--- config.mk ---
export PLATFORM = sky130hd
export DESIGN_NAME = dtmr_top
export DESIGN_NICKNAME = d
export VERILOG_FILES = /design/src/rtl/dtmr_pkg.sv /design/src/rtl/dtmr_event_timer.sv /design/src/rtl/dtmr_free_counter.sv /design/src/rtl/dtmr_irq_ctrl.sv /design/src/rtl/dtmr_top.sv
export SDC_FILE = /design/constraint.sdc
export NUM_CORES = 1
export LEC_CHECK = 0
export BUFFER_PORTS_ARGS = -buffer_cell sky130_fd_sc_hd__buf_2
export CORE_MARGIN = 1
export CORE_UTILIZATION = 28
export DETAILED_ROUTE_END_ITERATION = 10
export REMOVE_ABC_BUFFERS = 1
export SLEW_MARGIN = 25
export SYNTH_ARGS = -nofsm -noshare
export SYNTH_HDL_FRONTEND = slang
export SYNTH_SLANG_ARGS = --single-unit
--- constraint.sdc ---
create_clock -name clk -period 2.5 [get_ports clk]
set_input_delay 0.25 -clock clk [delete_from_list [all_inputs] [get_ports clk]]
set_output_delay 0.25 -clock clk [all_outputs]
set_load 0.01 [all_outputs]
--- src/rtl/dtmr_pkg.sv ---
package dtmr_pkg;
  localparam int DATA_W  = 32;
  localparam int EV_W    = 56;
  localparam int FREE_W  = 64;
  localparam int ADDR_W  = 8;
  localparam int EV_HI_W = EV_W - DATA_W;

  localparam logic [ADDR_W-1:0] OFS_RELOAD_LO = 8'h00;
  localparam logic [ADDR_W-1:0] OFS_CTRL      = 8'h04;
  localparam logic [ADDR_W-1:0] OFS_FREE_LO   = 8'h24;
  localparam logic [ADDR_W-1:0] OFS_FREE_HI   = 8'h28;
  localparam logic [ADDR_W-1:0] OFS_MASK_SET  = 8'h2c;
  localparam logic [ADDR_W-1:0] OFS_MASK_CLR  = 8'h30;
  localparam logic [ADDR_W-1:0] OFS_ACK       = 8'h34;

  localparam int CTL_EN_BIT   = 24;
  localparam int CTL_REP_BIT  = 28;
  localparam int CTL_LOAD_BIT = 30;

  // The count is at its last step when one (or zero) remains.
  function automatic logic ev_at_end(input logic [EV_W-1:0] cnt);
    return cnt <= EV_W'(1);
  endfunction

  // Next value of the down-counter on a tick.
  function automatic logic [EV_W-1:0] ev_step(input logic [EV_W-1:0] cnt,
                                              input logic [EV_W-1:0] reload,
                                              input logic            periodic);
    if (ev_at_end(cnt)) return periodic ? reload : '0;
    return cnt - EV_W'(1);
  endfunction

  function automatic logic [FREE_W-1:0] free_step(input logic [FREE_W-1:0] cnt);
    return cnt + FREE_W'(1);
  endfunction
endpackage

--- src/rtl/dtmr_event_timer.sv ---
module dtmr_event_timer
  import dtmr_pkg::*;
#(
  parameter int EVW = EV_W,
  parameter int DW  = DATA_W,
  localparam int HW = EVW - DW
) (
  input  logic           clk,
  input  logic           rst_n,
  input  logic           tick_en,
  input  logic           lo_wr,
  input  logic [DW-1:0]  lo_data,
  input  logic           ctrl_wr,
  input  logic [HW-1:0]  ctrl_hi,
  input  logic           ctrl_en,
  input  logic           ctrl_rep,
  input  logic           ctrl_load,
  output logic [EVW-1:0] reload_q,
  output logic           ev_en,
  output logic           ev_periodic,
  output logic [EVW-1:0] ev_count,
  output logic           expire_ev
);
  // A control write takes the cycle; no count step happens alongside it.
  assign expire_ev = ev_en & tick_en & ~ctrl_wr & ev_at_end(ev_count);

  always_ff @(posedge clk) begin
    if (!rst_n) begin
      reload_q    <= '0;
      ev_en       <= 1'b0;
      ev_periodic <= 1'b0;
      ev_count    <= '0;
    end else begin
      if (lo_wr) reload_q[DW-1:0] <= lo_data;
      if (ctrl_wr) begin
        reload_q[EVW-1:DW] <= ctrl_hi;
        ev_en              <= ctrl_en;
        ev_periodic        <= ctrl_rep;
        if (ctrl_load) ev_count <= {ctrl_hi, reload_q[DW-1:0]};
      end else if (ev_en && tick_en) begin
        ev_count <= ev_step(ev_count, reload_q, ev_periodic);
        if (expire_ev && !ev_periodic) ev_en <= 1'b0;
      end
    end
  end
endmodule

--- src/rtl/dtmr_free_counter.sv ---
module dtmr_free_counter
  import dtmr_pkg::*;
#(
  parameter int FW = FREE_W,
  parameter int DW = DATA_W,
  parameter logic [FW-1:0] INIT = '0,
  localparam int UW = FW - DW
) (
  input  logic          clk,
  input  logic          rst_n,
  input  logic          tick_en,
  input  logic          snap,
  output logic [FW-1:0] free_cnt,
  output logic [UW-1:0] hi_hold
);
  always_ff @(posedge clk) begin
    if (!rst_n) begin
      free_cnt <= INIT;
      hi_hold  <= '0;
    end else begin
      if (tick_en) free_cnt <= free_step(free_cnt);
      // Snapshot the upper half seen by the same cycle as the low-word read.
      if (snap) hi_hold <= free_cnt[FW-1:DW];
    end
  end
endmodule

--- src/rtl/dtmr_irq_ctrl.sv ---
module dtmr_irq_ctrl (
  input  logic clk,
  input  logic rst_n,
  input  logic mask_set,
  input  logic mask_clr,
  input  logic ack_ev,
  input  logic expire_ev,
  output logic mask_q,
  output logic pending_q,
  output logic irq_out
);
  always_ff @(posedge clk) begin
    if (!rst_n) begin
      mask_q    <= 1'b0;
      pending_q <= 1'b0;
    end else begin
      if (mask_set)      mask_q <= 1'b1;
      else if (mask_clr) mask_q <= 1'b0;
      if (expire_ev)     pending_q <= 1'b1;
      else if (ack_ev)   pending_q <= 1'b0;
    end
  end

  assign irq_out = pending_q & mask_q;
endmodule

--- src/rtl/dtmr_top.sv ---
module dtmr_top
  import dtmr_pkg::*;
#(
  parameter logic [FREE_W-1:0] FREE_INIT = '0
) (
  input  logic              clk,
  input  logic              rst_n,
  input  logic              tick_en,
  input  logic [ADDR_W-1:0] bus_addr,
  input  logic              bus_we,
  input  logic              bus_re,
  input  logic [DATA_W-1:0] bus_wdata,
  output logic [DATA_W-1:0] bus_rdata,
  output logic              irq_out
);
  localparam int UW = FREE_W - DATA_W;

  logic              lo_wr, ctrl_wr, mask_set, mask_clr, ack_ev, snap;
  logic [EV_W-1:0]   reload_q, ev_count;
  logic              ev_en, ev_periodic, expire_ev;
  logic              mask_q, pending_q;
  logic [FREE_W-1:0] free_cnt;
  logic [UW-1:0]     hi_hold;

  assign lo_wr    = bus_we && (bus_addr == OFS_RELOAD_LO);
  assign ctrl_wr  = bus_we && (bus_addr == OFS_CTRL);
  assign mask_set = bus_we && (bus_addr == OFS_MASK_SET) && bus_wdata[0];
  assign mask_clr = bus_we && (bus_addr == OFS_MASK_CLR) && bus_wdata[0];
  assign ack_ev   = bus_we && (bus_addr == OFS_ACK) && bus_wdata[0];
  assign snap     = bus_re && (bus_addr == OFS_FREE_LO);

  dtmr_event_timer #(.EVW(EV_W), .DW(DATA_W)) u_event (
    .clk        (clk),
    .rst_n      (rst_n),
    .tick_en    (tick_en),
    .lo_wr      (lo_wr),
    .lo_data    (bus_wdata),
    .ctrl_wr    (ctrl_wr),
    .ctrl_hi    (bus_wdata[EV_HI_W-1:0]),
    .ctrl_en    (bus_wdata[CTL_EN_BIT]),
    .ctrl_rep   (bus_wdata[CTL_REP_BIT]),
    .ctrl_load  (bus_wdata[CTL_LOAD_BIT]),
    .reload_q   (reload_q),
    .ev_en      (ev_en),
    .ev_periodic(ev_periodic),
    .ev_count   (ev_count),
    .expire_ev  (expire_ev)
  );

  dtmr_free_counter #(.FW(FREE_W), .DW(DATA_W), .INIT(FREE_INIT)) u_free (
    .clk     (clk),
    .rst_n   (rst_n),
    .tick_en (tick_en),
    .snap    (snap),
    .free_cnt(free_cnt),
    .hi_hold (hi_hold)
  );

  dtmr_irq_ctrl u_irq (
    .clk      (clk),
    .rst_n    (rst_n),
    .mask_set (mask_set),
    .mask_clr (mask_clr),
    .ack_ev   (ack_ev),
    .expire_ev(expire_ev),
    .mask_q   (mask_q),
    .pending_q(pending_q),
    .irq_out  (irq_out)
  );

  always_comb begin
    bus_rdata = '0;
    case (bus_addr)
      OFS_RELOAD_LO: bus_rdata = reload_q[DATA_W-1:0];
      OFS_CTRL: begin
        bus_rdata[EV_HI_W-1:0]  = reload_q[EV_W-1:DATA_W];
        bus_rdata[CTL_EN_BIT]   = ev_en;
        bus_rdata[CTL_REP_BIT]  = ev_periodic;
      end
      OFS_FREE_LO:  bus_rdata = free_cnt[DATA_W-1:0];
      OFS_FREE_HI:  bus_rdata = DATA_W'(hi_hold);
      OFS_MASK_SET: bus_rdata[0] = mask_q;
      OFS_ACK:      bus_rdata[0] = pending_q;
      default:      bus_rdata = '0;
    endcase
  end
endmodule

==> impl_metrics.ini, run 1 <==
[worst_setup_path]
cp_max_fo = 4
worstPathArrival_ns = 3.20
r2r_slack_ns = -0.26
worstSetupPathType = register to register
worstSetupEndpoint = u_event.ev_count[18]
cp-startpoint = u_event.ev_count[40]
critPathCaptureType = register
cp.required_ns = 2.93
startpoint_type = register
rr_worst_depth = 9
worstReg2RegStart = u_event.ev_count[40]
reg2reg_to = u_event.ev_count[18]

[cells_and_area]
final_common_cell = nand2_1
fin_util = 0.388
drive_gt1_frac = 0.234
fillers = 3908
nets = 1666
syn_to_final_growth_pct = 35.2
stdcell_area_um2 = 14800
final_cell_mix = nand2_1, dfxtp_1, nor2_1, buf_4, a21oi_1
stdcell_count = 2146

[global_route]
globalRouteMet2Util = 0.329
grt-busiest-layer = met2
grt_pass1_vias = 10900
grt_use_total = 0.195
grt_max_degree = 79
grt_pass1_wl_mm = 61.2
antenna_found_initial = 1
met1_usage = 0.256
use_met3 = 0.0226
grt_overflow = 0

[power]
ir_drop_mv = 0.422
comb_power_share = 0.055
power_switching_mw = 1.72
pwr-share-clk = 0.516
fin_total_pwr_mw = 7.91
switching_share = 0.217
power_density_nw_per_um2 = 536
seqPwrFrac = 0.429
internal_power_mw = 6.19
p_leak_nw = 5.69

[cts]
clk_latency_ns = 0.53
cts_root_buf = clkbuf_16
numCtsBuffers = 25
clockBufferDepth = 3
h-tree-depth = 1
clock-sinks = 212
clkTransAtPathRegs_ns = 0.06
cts_tree = yes

[status]
violations = negative setup slack
outcome = finished, violations left

[yosys]
synth-edff-count = 0
synth_top_family_by_area = simple AND/OR/NAND/NOR gates
ys_ff_latch = 212
synth-main-ff-cell = dfxtp_1
muxShareOfSynthArea = 0.0333
async_flop_share = 0
synth_compound_area_frac = 0.179
yosys_warnings = 0
synthAdderAreaFrac = 0.00344
syn_avg_cell_area_um2 = 7.72
synth_area_um2 = 10900
synth_seq_area_share = 0.389
synth_cells = 1412
yosys.area_share.simple = 0.282
yosys.cell_types.count = 63
synth_xor_area_frac = 0.0691

[timing]
finClkSkew_ns = 0.00694
slew_headroom = 0.519
worst_slew_pin_slew_ns = 0.721
fmax_mhz = 362
holdWs_ns = 0.0162
setup_viol = 52
fin_tns_setup_ns = -6.95
finalCritPeriodShare = 1.11
rsz0062_at_grt = true
timing.final.ws_setup_ns = -0.264
finalCriticalPeriod_ns = 2.76
slew_viol_final = 0
finalHoldViolCount = 0

[route]
wl_per_cell_um = 18.1
drc = 0
routed_wl_mm = 38.8
vias_per_cell = 5.31
via_count = 11400
ant_nets = 0
drtIter0Drc = 971
firstDrtPassIters = 5

[hold_path]
hold_start = bus_wdata[7]
hp-class = input port to register

[floorplanning]
fp.coreArea_um2 = 38000
ioPinCount = 78
die_y_um = 199
start_util = 0.287
die_area_um2 = 39700
dieWidth_um = 199
rows = 71

[place]
pre_cts_ws_ns = -0.384
hpwl_mm = 27.0
place_area_um2 = 12800
routabilityCongestion = 0.902
dp.cells = 2049
io_buffer_count = 77

[job]
cap_violations = 0
## synth_stat cells (all sizes together) (12+ instances only)
cell type	count	area share
a31oi	26	0.015
a221o	26	0.024
dfxtp	212	0.39
nor4	24	0.016
and3	17	0.0098
xor2	52	0.042
nor4b	12	0.011
a311oi	13	0.010
mux2i	34	0.031
and2	12	0.0069
or4	14	0.011
xnor2	34	0.027
nand4	20	0.011
clkbuf	86	0.030
nand3	60	0.028
inv	18	0.0062
nor3	49	0.023
buf	15	0.0080
nor2	152	0.052
o21ai	53	0.024
or3	23	0.013
a21oi	134	0.061
nand2	243	0.084
## routing by layer
layer / part of all wire / up-vias
met3: 0.056 / 90
met1: 0.44 / 5469
li1: - / 5448
met2: 0.47 / 379
met4: 0.034 / 0
met5: 0 / -
## power by group through the flow
stage / clock network, mW / logic [mW] / registers (mW)
detailed placement: 0 / 0.311 / 3.46
floorplan: 0 / 0.129 / 3.46
finish: 4.09 / 0.435 / 3.39
global route: 4.31 / 0.460 / 3.39
global placement: 0 / 0.308 / 3.46
CTS: 4.15 / 0.406 / 3.39
## critical path: stages, from the launching register on
cell      delay [ns]
dfxtp_2         0.32
or4_4           0.53
or4_4           0.44
or4_4           0.46
nor4_4          0.16
buf_4           0.17
buf_4           0.10
and2_4          0.16
a211oi_1        0.08
a221oi_2        0.25
## worst min-delay path by stage
stage / to / slack, ns / cells past startpoint
final: u_event.reload_q[7] / 0.02 / 3
after global routing: u_event.reload_q[6] / 0.02 / 3
after CTS: u_event.reload_q[7] / 0.001 / 3
after detailed placement: u_free.hi_hold[18] / 0.45 / 2
after global placement: u_free.hi_hold[17] / 0.45 / 2
after floorplan: u_event.ev_count[55] / 0.37 / 1
## timing repair
action | in CTS | in global routing
hold endpoints to repair | 47 | 0
hold buffers | 28 | 0
cloned | 6 | 1
pin swaps | 41 | 37
resized for setup | 62 | 54
buffers inserted | 12 | 6
endpoints found under the setup margin | 50 | 66
## state kept, by name, summed over array words and instances, names as in the netlist
| register | flops |
|---|---|
| u_free.free_cnt | 64 |
| u_event.ev_count | 56 |
| u_event.reload_q | 56 |
| u_free.hi_hold | 32 |
| u_event.ev_en | 1 |
| u_event.ev_periodic | 1 |
| u_irq.mask_q | 1 |
| u_irq.pending_q | 1 |
## layout make-up
class                      instances  area [um^2]  share of cell area
inverter                          18         72.6             0.00492
sequential                       212         4250               0.288
clock buffer                      33          716              0.0485
tap                              511          639              0.0433
multi-input combinational       1081         6550               0.444
timing repair buffer             280         2320               0.157
antenna                            1         2.50            0.000170
clock inverter                    10          203              0.0137
## cell families (layout without fill, tap and decap cells)
family,Yosys count,after routing
AOI/OAI and AO/OA,307,307
xor gates and xnor gates,86,86
adders and majority gates,3,3
buffers and inverters,119,341
DFF,212,212
muxes,36,36
other,0,1
and+or+nand+nor,649,649
Power figures use the tool's default switching activity.
==> run 2, diff against run 1 <==
Settings changed: CELL_PAD_IN_SITES_DETAIL_PLACEMENT set to 0, CELL_PAD_IN_SITES_GLOBAL_PLACEMENT set to 1, PLACE_DENSITY_LB_ADDON set to 0.1.
==> impl_metrics.ini, run 2 (same netlist as run 1, synthesis figures left out) <==
[status]
outcome = finished, violations left
violations = negative setup slack

[timing]
finalHoldViolCount = 0
finalCritPeriodShare = 1.09
finalCriticalPeriod_ns = 2.73
slew_headroom = 0.565
timing.final.ws_setup_ns = -0.227
slew_viol_final = 0
worst_slew_pin_slew_ns = 0.650
setup_viol = 56
finClkSkew_ns = 0.00579
rsz0062_at_grt = true
fin_tns_setup_ns = -8.13
holdWs_ns = 0.0998
fmax_mhz = 367

[route]
vias_per_cell = 5.10
via_count = 11100
firstDrtPassIters = 6
wl_per_cell_um = 19.8
drc = 0
routed_wl_mm = 43.2
drtIter0Drc = 615
ant_nets = 0

[cells_and_area]
nets = 1703
syn_to_final_growth_pct = 39.0
drive_gt1_frac = 0.259
final_common_cell = nand2_1
largest_reg_flops = 64
fin_util = 0.399
final_cell_mix = nand2_1, dfxtp_1, buf_4, nor2_1, a21oi_1
reg_top3 = u_free.free_cnt: 64 flops, u_event.ev_count: 56 flops, u_event.reload_q: 56 flops
regMostFlops = u_free.free_cnt
stdcell_count = 2185
stdcell_area_um2 = 15200

[power]
ir_drop_mv = 0.512
p_leak_nw = 5.88
power_density_nw_per_um2 = 526

[global_route]
grt_use_total = 0.215
antenna_found_initial = 1
grt_pass1_vias = 11000
grt_max_degree = 76
grt_pass1_wl_mm = 65.5
grt_overflow = 0

[floorplanning]
start_util = 0.287
dieWidth_um = 199
fp.coreArea_um2 = 38000
die_area_um2 = 39700
ioPinCount = 78
die_y_um = 199
rows = 71

[place]
dp.cells = 2089
io_buffer_count = 77
place_area_um2 = 13100
routabilityCongestion = 0.839
hpwl_mm = 30.2

[cts]
cts_tree = yes
clkTransAtPathRegs_ns = 0.06
clockBufferDepth = 3
h-tree-depth = 1
clk_latency_ns = 0.55
cts_root_buf = clkbuf_16
numCtsBuffers = 27
clock-sinks = 212

[worst_setup_path]
cp_max_fo = 5
worstSetupEndpoint = u_event.ev_count[13]
max_stage_delay_ns = 0.54
startpoint_type = register
reg2reg_to = u_event.ev_count[13]
rr_worst_depth = 12
cp.required_ns = 2.92
worstSetupPathType = register to register
worstReg2RegStart = u_event.ev_count[47]
r2r_slack_ns = -0.23
critPathCaptureType = register
worstPathArrival_ns = 3.15
cp-startpoint = u_event.ev_count[47]
critPathSlowestCell = or4_4
worstPathCellList = or4_4, buf_6, nor3_4, buf_6, nand4_1, buf_4, nor3_4, buf_6, buf_12, nor2_1, a311oi_1, o31ai_1
crit_top_cell = buf_6

[hold_path]
hp-class = input port to register

[job]
cap_violations = 0
[run 2: cell type report]
cell class	instances	area, um^2
Sequential cell	212	4250
Antenna cell	1	2.50
Tap cell	511	639
Clock buffer	40	805
Timing Repair Buffer	315	2590
Fill cell	4046	22900
Clock inverter	7	125
Inverter	18	72.6
Multi-Input combinational cell	1081	6690
[run 2: what timing repair did]
item,CTS,global route
pin swaps,20,57
hold buffers,31,0
buffers inserted,8,2
hold endpoints to repair,56,0
endpoints found under the setup margin,57,62
cloned,5,3
gates resized for setup,51,86
[run 2: report_power, final]
group	internal (mW)	leakage, nW	switching (mW)
combinational	0.207	3.72	0.256
clock	2.52	0.460	1.60
sequential	3.38	1.71	0.00507
[run 2: worst max-delay path, delay by kind of cell, from the launching register on]
kind,cells,cell delay [ns]
and+or+nand+nor,5,1.13
AOI/OAI and AO/OA,2,0.35
buffers and inverters,5,0.80
DFF,1,0.32
[run 2: how the worst min path moves through the flow]
stage                                       to  slack [ns]  cells past startpoint               start
after floorplan           u_event.ev_count[55]        0.37                      1               rst_n
after global placement      u_free.hi_hold[29]        0.45                      2  u_free.hi_hold[29]
after detailed placement     u_free.hi_hold[4]        0.45                      2   u_free.hi_hold[4]
after CTS                 u_event.reload_q[30]        0.07                      3       bus_wdata[30]
after global routing      u_event.reload_q[30]         0.1                      3       bus_wdata[30]
final                     u_event.reload_q[30]         0.1                      3       bus_wdata[30]
[run 2: through the flow]
step | setup WS [ns] | power (mW)
2_1_floorplan | -1.95 | 3.59
6_report | -0.227 | 7.97
4_1_cts | -0.291 | 8.06
3_5_place_dp | -0.310 | 3.81
5_1_grt | -0.318 | 8.24
3_3_place_gp | -0.281 | 3.81
[run 2: metal layers]
metal / vias up / share of wire / global-route usage
li1: 5524 / - / -
met1: 5384 / 0.48 / 0.297
met2: 182 / 0.47 / 0.359
met3: 57 / 0.028 / 0.0197
met4: 0 / 0.024 / 0.0540
met5: - / 0 / 0
